### src/rtl/line_sensor_driver.sv
module line_sensor_driver #(
  parameter int PIXELS       = 102,
  parameter int RESET_CLKS   = 18,
  parameter int DIV_W        = 16,
  parameter int DIV_MIN      = 25,
  parameter int DIV_MAX      = 10000,
  parameter int INT_W        = 18,
  parameter int INT_MIN_CLKS = 85,
  parameter int INT_MAX_CLKS = 200000,
  localparam int IDX_W       = $clog2(PIXELS)
) (
  input  logic             clk,
  input  logic             rst_n,
  input  logic             start,
  input  logic             cont_mode,
  input  logic [DIV_W-1:0] div_cfg,
  input  logic [INT_W-1:0] integ_cfg,
  output logic             sen_clk,
  output logic             sen_si,
  output logic             smp_valid,
  output logic [IDX_W-1:0] pix_idx,
  output logic             frame_done,
  output logic             busy
);
  localparam int FRAME_CLKS = PIXELS + 1;
  localparam int TAIL_CLKS  = FRAME_CLKS - RESET_CLKS;
  localparam int CNT_W      = INT_W + 1;

  localparam logic [DIV_W-1:0] D_LO   = DIV_W'(DIV_MIN);
  localparam logic [DIV_W-1:0] D_HI   = DIV_W'(DIV_MAX);
  localparam logic [INT_W-1:0] I_LO   = INT_W'(INT_MIN_CLKS);
  localparam logic [INT_W-1:0] I_HI   = INT_W'(INT_MAX_CLKS);
  localparam logic [INT_W-1:0] I_TAIL = INT_W'(TAIL_CLKS);
  localparam logic [CNT_W-1:0] E_ONE  = CNT_W'(1);
  localparam logic [CNT_W-1:0] E_PIX  = CNT_W'(PIXELS);
  localparam logic [CNT_W-1:0] E_FRM  = CNT_W'(FRAME_CLKS);

  logic [DIV_W-1:0] div_cl, div_q, hcnt;
  logic [INT_W-1:0] integ_cl, idle_cl, idle_q;
  logic [CNT_W-1:0] edge_cnt, last_edge;
  logic             launch, tick, rise, fall;

  assign div_cl    = (div_cfg < D_LO) ? D_LO : (div_cfg > D_HI) ? D_HI : div_cfg;
  assign integ_cl  = (integ_cfg < I_LO) ? I_LO : (integ_cfg > I_HI) ? I_HI : integ_cfg;
  assign idle_cl   = (integ_cl > I_TAIL) ? integ_cl - I_TAIL : '0;
  assign last_edge = E_FRM + CNT_W'(idle_q);

  assign launch = !busy && (start || cont_mode);
  assign tick   = busy && (hcnt == div_q - 1'b1);
  assign rise   = tick && !sen_clk;
  assign fall   = tick && sen_clk;

  always_ff @(posedge clk or negedge rst_n) begin
    if (!rst_n) begin
      busy       <= 1'b0;
      sen_clk    <= 1'b0;
      sen_si     <= 1'b0;
      smp_valid  <= 1'b0;
      frame_done <= 1'b0;
      pix_idx    <= '0;
      hcnt       <= '0;
      edge_cnt   <= '0;
      div_q      <= D_LO;
      idle_q     <= '0;
    end else begin
      smp_valid  <= 1'b0;
      frame_done <= 1'b0;
      if (!busy) begin
        div_q  <= div_cl;
        idle_q <= idle_cl;
      end
      if (launch) begin
        busy     <= 1'b1;
        sen_si   <= 1'b1;
        hcnt     <= '0;
        edge_cnt <= '0;
      end else if (busy) begin
        hcnt <= tick ? '0 : hcnt + 1'b1;
        if (tick) sen_clk <= !sen_clk;
        if (rise) edge_cnt <= edge_cnt + 1'b1;
        if (fall) begin
          if (edge_cnt == E_ONE) sen_si <= 1'b0;
          if (edge_cnt >= E_ONE && edge_cnt <= E_PIX) begin
            smp_valid <= 1'b1;
            pix_idx   <= IDX_W'(edge_cnt - E_ONE);
          end
          if (edge_cnt == E_FRM) frame_done <= 1'b1;
          if (edge_cnt == last_edge) begin
            if (cont_mode) begin
              sen_si   <= 1'b1;
              edge_cnt <= '0;
            end else begin
              busy <= 1'b0;
            end
          end
        end
      end
    end
  end
endmodule

### config.mk
export PLATFORM = sky130hd
export DESIGN_NAME = line_sensor_driver
export DESIGN_NICKNAME = d
export VERILOG_FILES = /design/src/rtl/line_sensor_driver.sv
export SDC_FILE = /design/constraint.sdc
export NUM_CORES = 1
export LEC_CHECK = 0
export BUFFER_PORTS_ARGS = -buffer_cell sky130_fd_sc_hd__buf_2
export CORE_ASPECT_RATIO = 0.7
export CORE_MARGIN = 5
export CORE_UTILIZATION = 60
export DETAILED_ROUTE_END_ITERATION = 6
export PLACE_DENSITY = 0.8
export REMOVE_ABC_BUFFERS = 1
export SYNTH_ARGS = -nofsm -noshare
export SYNTH_HDL_FRONTEND = slang
export SYNTH_SLANG_ARGS = --single-unit
export TNS_END_PERCENT = 10
### constraint.sdc
create_clock -name clk -period 4 [get_ports clk]
set_input_delay 0.2 -clock clk [delete_from_list [all_inputs] [get_ports clk]]
set_output_delay 0.2 -clock clk [all_outputs]
set_load 0.1 [all_outputs]
==> results of run 1 <==
==> worst paths after layout <==
path,to,startpoint,slack [ps]
setup / recovery,hcnt[14],div_q[2],420
hold / removal,hcnt[1],rst_n,20
setup reg to reg,hcnt[14],div_q[2],420
hold reg to reg,sen_si,sen_si,500
max in group asynchronous,edge_cnt[6],rst_n,3300
min in group clk,div_q[2],div_cfg[2],90
==> registers in the layout, indices dropped and copies added (netlist names) <==
register	count
div_q	16
busy	1
hcnt	16
idle_q	18
edge_cnt	19
frame_done	1
sen_clk	1
pix_idx	7
sen_si	1
smp_valid	1
==> cells by family after synthesis <==
family	share of synthesized area, %
multiplexers	2.68
AND/OR/NAND/NOR	27.6
buffers and inverters	5.19
XOR/XNOR	8.01
flip-flops	33.2
AO/OA/AOI/OAI	21.6
adder cells (fa/ha/maj)	1.84
==> critical path, stage by stage, from the launching register on <==
cell and delay (ps):
dfrtp_1 500, nor4_4 480, nand3_1 340, mux2i_1 210, nor3_2 500, and4b_1 290, buf_4 230, nor2_1 390
buf_4 260, a41oi_1 120, a31oi_1 150
==> layout make-up <==
cell class,count,share of cell area (%)
inverters,37,2.05
well taps,128,2.36
clock buffers,11,3.58
multi-input cells,576,55.7
clock inverters,5,1.51
flip-flops and latches,81,29.9
repair buffers,60,4.87
==> report_power, final <==
part | switching [mW] | internal (mW) | total (mW)
logic | 0.325 | 0.266 | 0.590
registers | 0.223 | 0.921 | 1.14
clock network | 0.328 | 0.626 | 0.954
total | 0.876 | 1.81 | 2.69
==> layer usage <==
| metal | part of all wire (%) | wire length (um) |
|---|---|---|
| met4 | 1.8 | 314 |
| met3 | 11 | 2030 |
| met2 | 40 | 7070 |
| met5 | 0 | 0 |
| met1 | 47 | 8240 |
==> cell usage in the layout (no fill, tap or decap), drive strengths merged, types with 17 or more instances in the layout <==
cell type  netlist  layout
xnor2           29      29
nand2           64      64
xor2            27      27
a31o            18      18
a31oi           17      17
dfrtp           78      78
o21ai           46      46
nor2            43      43
nor4            26      26
nand3           34      34
nor3            31      31
nand4           26      26
inv             37      37
a21oi           35      35
buf              7      60
==> stage by stage <==
step / std cells / instance area (um2) / hold WS (ps) / total power, mW
6_report: 898 / 6780 / 23.8 / 2.69
5_1_grt: 898 / 6780 / 91.5 / 2.82
4_1_cts: 898 / 6780 / 76.5 / 2.67
3_5_place_dp: 882 / 6440 / 436 / 1.72
3_3_place_gp: 882 / 6440 / 421 / 1.69
2_1_floorplan: 694 / 5950 / -95.6 / 1.50
==> flow_summary.toml, run 1 <==
[synth]
netlist_instances = 735
yosysWarnings = 0
synthFlopType = "dfrtp_1"
synth_edf_count = 0
synth_area_leaders = "dfrtp_1 32%, xnor2_1 4.1%, nand2_1 3.9%, xor2_1 3.9%, o21ai_0 3.5%"
synth.largest_area_cell = "dfrtp_1"
ys_async_sr_fraction_pct = 100
syn_avg_cell_area_um2 = 8.33
syn_area_um2 = 6120
ys_types = 76
yosysMostFrequentCell = "dfrtp_1"
synth-seq-cells = 81
synth.top_cell.area_share_pct = 31.9
yosys-top-cells-count = "78 x dfrtp_1, 63 x nand2_1, 43 x nor2_1, 43 x o21ai_0, 37 x inv_1"
ys_seq_area_share_pct = 33.2

[setup_path]
critPathLaunchType = "flip-flop"
worstPathMaxFanout = 23
critPathKind = "flip-flop to flip-flop"
cp.arrival_ps = 3840
reg2regPathDepth = 10
cp.required_ps = 4260
endpoint_kind = "flip-flop"

[grt]
track_usage_pct = 29.8
use_met3_pct = 8.93
grt_max_degree = 82
grtUsageMet2_pct = 41.1
top_usage_layer = "met1"
antenna_found_initial = 0
grt_use_met1_pct = 45.4
overflow = 0
grt_pass1_vias = 5660
grt_pass1_wl_um = 29100

[detailed_routing]
wl_per_cell_um = 19.7
via_per_inst = 6.75
vias = 6065
totalWireLength_um = 17600
first_iter_violations = 703
dr.pass1.iters = 7
drc = 0
drtAntennaViolNets = 0

[hold_path]
min-delay-path-class = "input port to asynchronous set/reset pin"

[clocking]
cts_tree = "done"
clock-sinks = 81
root_buffer = "clkbuf_16"
clockBufferDepth = 2
cts_resized = 0
cts.clk_slew.worst_paths_ps = 60
ctsHtreeMaxLevel = 3
cts_buffers = 9
postCtsHoldBufs = 0
clk_latency_ps = 340
postCtsSetupRepairBufs = 0

[layout]
layout-drive-gt1-share_pct = 14.8
fin_nets = 812
finalCoreUtilization_pct = 69.0
area_delta_synth_final_pct = 10.7
diodes = 0
seqCellArea_um2 = 2030
multi_input_area_um2 = 3780
nFillCells = 808

[timing]
setup_viol = 0
setup_tns_ps = 0
fin_skew_ps = 8.09
hold_viol_final = 0
drv_slew = 0
period_needed_ps = 3580
period_share_pct = 89.5
fin_ws_ps = 421
tightest_slew_ps = 1030
slew_headroom_pct = 31.5
rsz0062_at_grt = "no"
fmax_ghz = 0.279

[placed_design]
hpwlAfterDp_um = 13300
pre_cts_ws_ps = 512
routabilityCongestion = 0.984
io_buffers = 49

[power]
max-vdd-ir-drop_mv = 0.371
leakage_nw = 2.91
pwr_density_cell_nw_per_um2 = 396

[die]
fp.coreArea_um2 = 9830
start_util_pct = 62.3
die_h_um = 94.5
die_area_um2 = 12400
die_w_um = 131
ios = 50
rows = 30

[run]
drv_cap = 0

[run_status]
outcome = "finished clean"
No activity file was read; power rests on OpenSTA's default activity.
==> run 2, diff against run 1 <==
--- a/config.mk
+++ b/config.mk
@@ -6,11 +6,13 @@
 export NUM_CORES = 1
 export LEC_CHECK = 0
 export BUFFER_PORTS_ARGS = -buffer_cell sky130_fd_sc_hd__buf_2
+export CELL_PAD_IN_SITES_DETAIL_PLACEMENT = 0
+export CELL_PAD_IN_SITES_GLOBAL_PLACEMENT = 1
 export CORE_ASPECT_RATIO = 0.7
 export CORE_MARGIN = 5
-export CORE_UTILIZATION = 60
+export CORE_UTILIZATION = 46
 export DETAILED_ROUTE_END_ITERATION = 6
-export PLACE_DENSITY = 0.8
+export PLACE_DENSITY = 0.81
 export REMOVE_ABC_BUFFERS = 1
 export SYNTH_ARGS = -nofsm -noshare
 export SYNTH_HDL_FRONTEND = slang
==> run 2 against run 1 <==
Clock power down 11%. Sequential power is essentially flat. Die area grew 27%. Via count shrank 2.8%. Power fell by 4.1%. Critical path depth stayed put. Final cell count grew 4.6%. Maximum frequency up 1.1%. Global-route usage is 7.1 points lower. Largest power group unchanged.
==> flow_summary.toml, run 2 (synthesized netlist as in run 1, its figures left out) <==
[detailed_routing]
via_per_inst = 6.28
drc = 0
first_iter_violations = 570
totalWireLength_um = 17700
drtAntennaViolNets = 0
dr.pass1.iters = 5
vias = 5893
wl_per_cell_um = 18.9

[setup_path]
path_depth = 10
cp_slowest_cell = "nor4_4"
endpoint_kind = "flip-flop"
cp-startpoint = "div_q[2]"
critPathLaunchType = "flip-flop"
worstPathMaxFanout = 23
cp_num_buf_inv = 2
crit_path_frequent_cell = "buf_4"
slowest_delay_ps = 510
crit_chain = "nor4_4, nand3_1, mux2i_1, nor3_2, and4b_1, buf_4, nor2_1, buf_4, a41oi_1, a31oi_1"
cp.arrival_ps = 3790
reg2reg_from = "div_q[2]"
critPathKind = "flip-flop to flip-flop"
cp.required_ps = 4260
reg2regPathDepth = 10
critPathTopFamily = "simple AND/OR/NAND/NOR gates"

[die]
fp.coreArea_um2 = 13100
die_w_um = 148
rows = 35
die_h_um = 107
start_util_pct = 46.8
die_area_um2 = 15800
ios = 50

[timing]
rsz0062_at_grt = "no"
whs_ps = 90.6
period_share_pct = 88.5
period_needed_ps = 3540
setup_viol = 0
fmax_ghz = 0.283
tightest_slew_ps = 915
hold_viol_final = 0
fin_skew_ps = 12.1
slew_headroom_pct = 38.8
drv_slew = 0
setup_tns_ps = 0

[clocking]
cts_buffers = 9
clockBufferDepth = 2
ctsHtreeMaxLevel = 3
root_buffer = "clkbuf_16"
clk_latency_ps = 340
clock-sinks = 81
cts.clk_slew.worst_paths_ps = 70
cts_tree = "done"

[layout]
diodes = 0
top_register = "edge_cnt"
stdcell_count = 939
mostFrequentLayoutCells = "78 x dfrtp_1, 63 x nand2_1, 48 x buf_2"
nFillCells = 1212
fin_nets = 815
area_delta_synth_final_pct = 11.2
layout-drive-gt1-share_pct = 15.1
seqCellArea_um2 = 2030
final_common_cell = "dfrtp_1"
largest_reg_flops = 19
design_area_um2 = 6810
multi_input_area_um2 = 3780
largestRegisters = "edge_cnt: 19 flops, idle_q: 18 flops"
finalCoreUtilization_pct = 52.0

[grt]
grt_pass1_wl_um = 28900
antenna_found_initial = 0
overflow = 0
grt_pass1_vias = 5343
track_usage_pct = 22.7
grt_max_degree = 54

[placed_design]
dp.cells = 922
hpwlAfterDp_um = 13700
routabilityCongestion = 0.935
io_buffers = 49
place_area_um2 = 6500

[hold_path]
min-delay-path-class = "input port to flip-flop"
hold_depth = 3
hold_start = "div_cfg[2]"

[run_status]
outcome = "finished clean"

[power]
pwr_density_cell_nw_per_um2 = 378
leakage_nw = 2.90
max-vdd-ir-drop_mv = 0.235

[run]
drv_cap = 0
## run 2: final timing paths
path | end | slack [ps]
min | div_q[2] | 90
min in group asynchronous | hcnt[7] | 450
min reg2reg | pix_idx[5] | 510
max in group asynchronous | div_q[4] | 2670
max | hcnt[14] | 460
max reg2reg | hcnt[14] | 460
## run 2: power breakdown
part / switching [mW] / internal [mW] / total, mW / leakage [nW]
logic: 0.320 / 0.266 / 0.586 / 1.78
registers: 0.226 / 0.920 / 1.15 / 0.980
clock network: 0.356 / 0.489 / 0.845 / 0.146
## run 2: final cells by class
cell class,count,area share (%)
multi-input combinational,576,55.4
inverter,37,2.04
sequential,81,29.8
clock inverter,7,1.14
clock buffer,9,3.31
tap,166,3.05
timing repair buffer,63,5.22
## run 2: layer usage
layer | part of all wire, % | routed length (um) | vias to the layer above | track usage [%]
li1 | - | - | 2810 | -
met1 | 52 | 9150 | 2841 | 36.9
met2 | 39 | 6890 | 229 | 29.4
met3 | 8.6 | 1520 | 13 | 6.05
met4 | 0.82 | 146 | 0 | 4.28
met5 | 0 | 0 | - | 0
## run 2: worst register-to-register path, cell delays in order (launching register included)
cell and delay [ps]:
dfrtp_1 500, nor4_4 510, nand3_1 290, mux2i_1 190, nor3_2 510, and4b_1 300
buf_4 230, nor2_1 390, buf_4 260, a41oi_1 130, a31oi_1 150
## run 2: what timing repair did
action,CTS,global route
buffers inserted,0,0
hold buffers,1,0
endpoints found under the hold margin,52,0
resized for setup,0,0
## run 2: metrics by stage
| stage | worst slack [ps] | power (mW) |
|---|---|---|
| floorplan | 450 | 1.50 |
| global placement | 568 | 1.70 |
| detailed placement | 526 | 1.72 |
| CTS | 492 | 2.57 |
| global route | 231 | 2.71 |
| finish | 461 | 2.58 |
==> run 3, diff against run 2 <==
--- a/config.mk
+++ b/config.mk
@@ -10,9 +10,9 @@
 export CELL_PAD_IN_SITES_GLOBAL_PLACEMENT = 1
 export CORE_ASPECT_RATIO = 0.7
 export CORE_MARGIN = 5
-export CORE_UTILIZATION = 46
+export CORE_UTILIZATION = 42
 export DETAILED_ROUTE_END_ITERATION = 6
-export PLACE_DENSITY = 0.81
+export PLACE_DENSITY = 0.78
 export REMOVE_ABC_BUFFERS = 1
 export SYNTH_ARGS = -nofsm -noshare
 export SYNTH_HDL_FRONTEND = slang
==> constraint.sdc (replaced) <==
create_clock -name clk -period 3.18 [get_ports clk]
set_input_delay 0.159 -clock clk [delete_from_list [all_inputs] [get_ports clk]]
set_output_delay 0.159 -clock clk [all_outputs]
set_load 0.1 [all_outputs]
==> run 3 against run 2 <==
The run now ends with negative hold slack, negative setup slack left. Critical path type unchanged. Combinational power rose by 54%. Critical path depth rose by 3. Routed wire length is 13% higher. Critical endpoint is now edge_cnt[3].
==> flow_summary.toml, run 3 (synthesized netlist as in run 1, its figures left out) <==
[die]
die_h_um = 111
start_util_pct = 43.4
fp.coreArea_um2 = 14100
rows = 36
ios = 50
die_w_um = 154
die_area_um2 = 17100

[run_status]
outcome = "finished with violations"
violations = "negative hold slack, negative setup slack"

[power]
pwr_density_cell_nw_per_um2 = 459
leakage_nw = 3.19
fin_total_pwr_mw = 3.38
max-vdd-ir-drop_mv = 0.335

[timing]
tightest_slew_ps = 1060
fmax_ghz = 0.307
whs_ps = -6.21
slew_headroom_pct = 29.4
fin_ws_ps = -75.2
fin_skew_ps = 5.58
setup_tns_ps = -931
period_share_pct = 102
setup_viol = 18
hold_viol_final = 3
rsz0062_at_grt = "yes"
drv_slew = 0
period_needed_ps = 3260

[grt]
antenna_found_initial = 0
grt_max_degree = 82
grt_pass1_vias = 5818
overflow = 0
track_usage_pct = 23.0
grt_pass1_wl_um = 32000

[run]
drv_cap = 0

[setup_path]
worstPathMaxFanout = 5
critPathLaunchType = "flip-flop"
cp_slowest_cell = "or4b_1"
cp.required_ps = 3420
crit_chain = "inv_2, ha_4, buf_6, or4b_4, or4b_1, o211ai_1, a22oi_2, a21o_1, nor3_4, buf_6, a31oi_4, buf_6, a31o_2"
cp.arrival_ps = 3490
cp_num_buf_inv = 4
crit_path_frequent_cell = "buf_6"
critPathTopFamily = "simple AND/OR/NAND/NOR gates"
slowest_delay_ps = 530
endpoint_kind = "flip-flop"
critPathKind = "flip-flop to flip-flop"

[clocking]
root_buffer = "clkbuf_16"
clk_latency_ps = 350
cts.clk_slew.worst_paths_ps = 60
cts_tree = "done"
ctsHtreeMaxLevel = 3
cts_buffers = 9
postCtsHoldBufs = 0
clockBufferDepth = 2
clock-sinks = 81

[layout]
top_register = "edge_cnt"
design_area_um2 = 7360
layout-drive-gt1-share_pct = 22.3
fin_nets = 870
final_common_cell = "dfrtp_1"
diodes = 0
area_delta_synth_final_pct = 20.2
seqCellArea_um2 = 2030
nFillCells = 1323
largest_reg_flops = 19
largestRegisters = "edge_cnt: 19 flops, idle_q: 18 flops"
mostFrequentLayoutCells = "78 x dfrtp_1, 63 x nand2_1, 63 x buf_4"
multi_input_area_um2 = 3870

[detailed_routing]
dr.pass1.iters = 5
first_iter_violations = 632
via_per_inst = 6.20
drtAntennaViolNets = 0
wl_per_cell_um = 19.6
totalWireLength_um = 20000
vias = 6315
drc = 0

[placed_design]
hpwlAfterDp_um = 15100
io_buffers = 49
pre_cts_ws_ps = -196
place_area_um2 = 6910
routabilityCongestion = 0.955

[hold_path]
min-delay-path-class = "input port to asynchronous set/reset pin"
==> run 3: cell count changes in the layout (fill, tap and decap cells not counted), moves of 2 or more <==
cell and change:
a2111oi_0 -2, o31ai_2 +2, o31ai_1 -2, buf_4 +49, buf_6 +6, clkbuf_1 +2
clkinv_4 -2, clkinvlp_4 +2, inv_6 -2
==> run 3: worst register-to-register path, delay by kind of cell (launching register included) <==
kind / cells / cell delay (ps)
buffers and inverters: 4 / 510
flip-flops: 1 / 420
adder cells (fa/ha/maj): 1 / 140
AND/OR/NAND/NOR: 3 / 1260
AO/OA/AOI/OAI: 5 / 830
==> run 3: layout make-up <==
cell class                      count  share of cell area, %
Multi-Input combinational cell    576                   52.6
Tap cell                          190                   3.23
Timing Repair Buffer              118                   10.7
Inverter                           37                   1.89
Clock buffer                       12                   3.35
Clock inverter                      4                  0.714
Sequential cell                    81                   27.6
==> run 3: metal layers <==
| metal | routed length, um | global-route usage, % | vias up |
|---|---|---|---|
| met4 | 159 | 4.76 | 0 |
| met3 | 1600 | 4.99 | 12 |
| met2 | 7580 | 28.0 | 266 |
| li1 | - | - | 2924 |
| met1 | 10600 | 39.5 | 3113 |
| met5 | 0 | 0 | - |
==> run 3: per-stage QoR <==
step / utilization, % / cells
2_1_floorplan: - / 694
3_3_place_gp: 49.0 / 997
3_5_place_dp: 49.0 / 997
4_1_cts: 51.3 / 1013
5_1_grt: 52.2 / 1018
6_report: 52.2 / 1018
==> run 3: worst paths after layout <==
kind | slack [ps] | endpoint | startpoint | cells after the start
min in group clk | 30 | div_q[12] | div_cfg[12] | 2
worst max-delay path | -80 | edge_cnt[3] | div_q[1] | 13
max in group asynchronous | 2490 | pix_idx[5] | rst_n | 1
worst max register to register | -80 | edge_cnt[3] | div_q[1] | 13
worst min-delay path | -6 | hcnt[1] | rst_n | 1
worst min register to register | 500 | div_q[3] | div_q[3] | 2
==> run 3: power by group <==
part           switching (mW)  leakage (nW)  total, mW  internal, mW
clock                   0.437         0.135       1.07         0.631
sequential              0.251         0.980       1.41          1.16
combinational           0.484          2.08      0.901         0.417
total                    1.17          3.19       3.38          2.21
==> run 3: what timing repair did <==
item | 4_1_cts | 5_1_grt
hold endpoints to repair | 0 | 0
gates resized for setup | 7 | 20
endpoints found under the setup margin | 31 | 33
setup buffers | 0 | 3
pin swaps | 1 | 11
gates cloned | 0 | 2
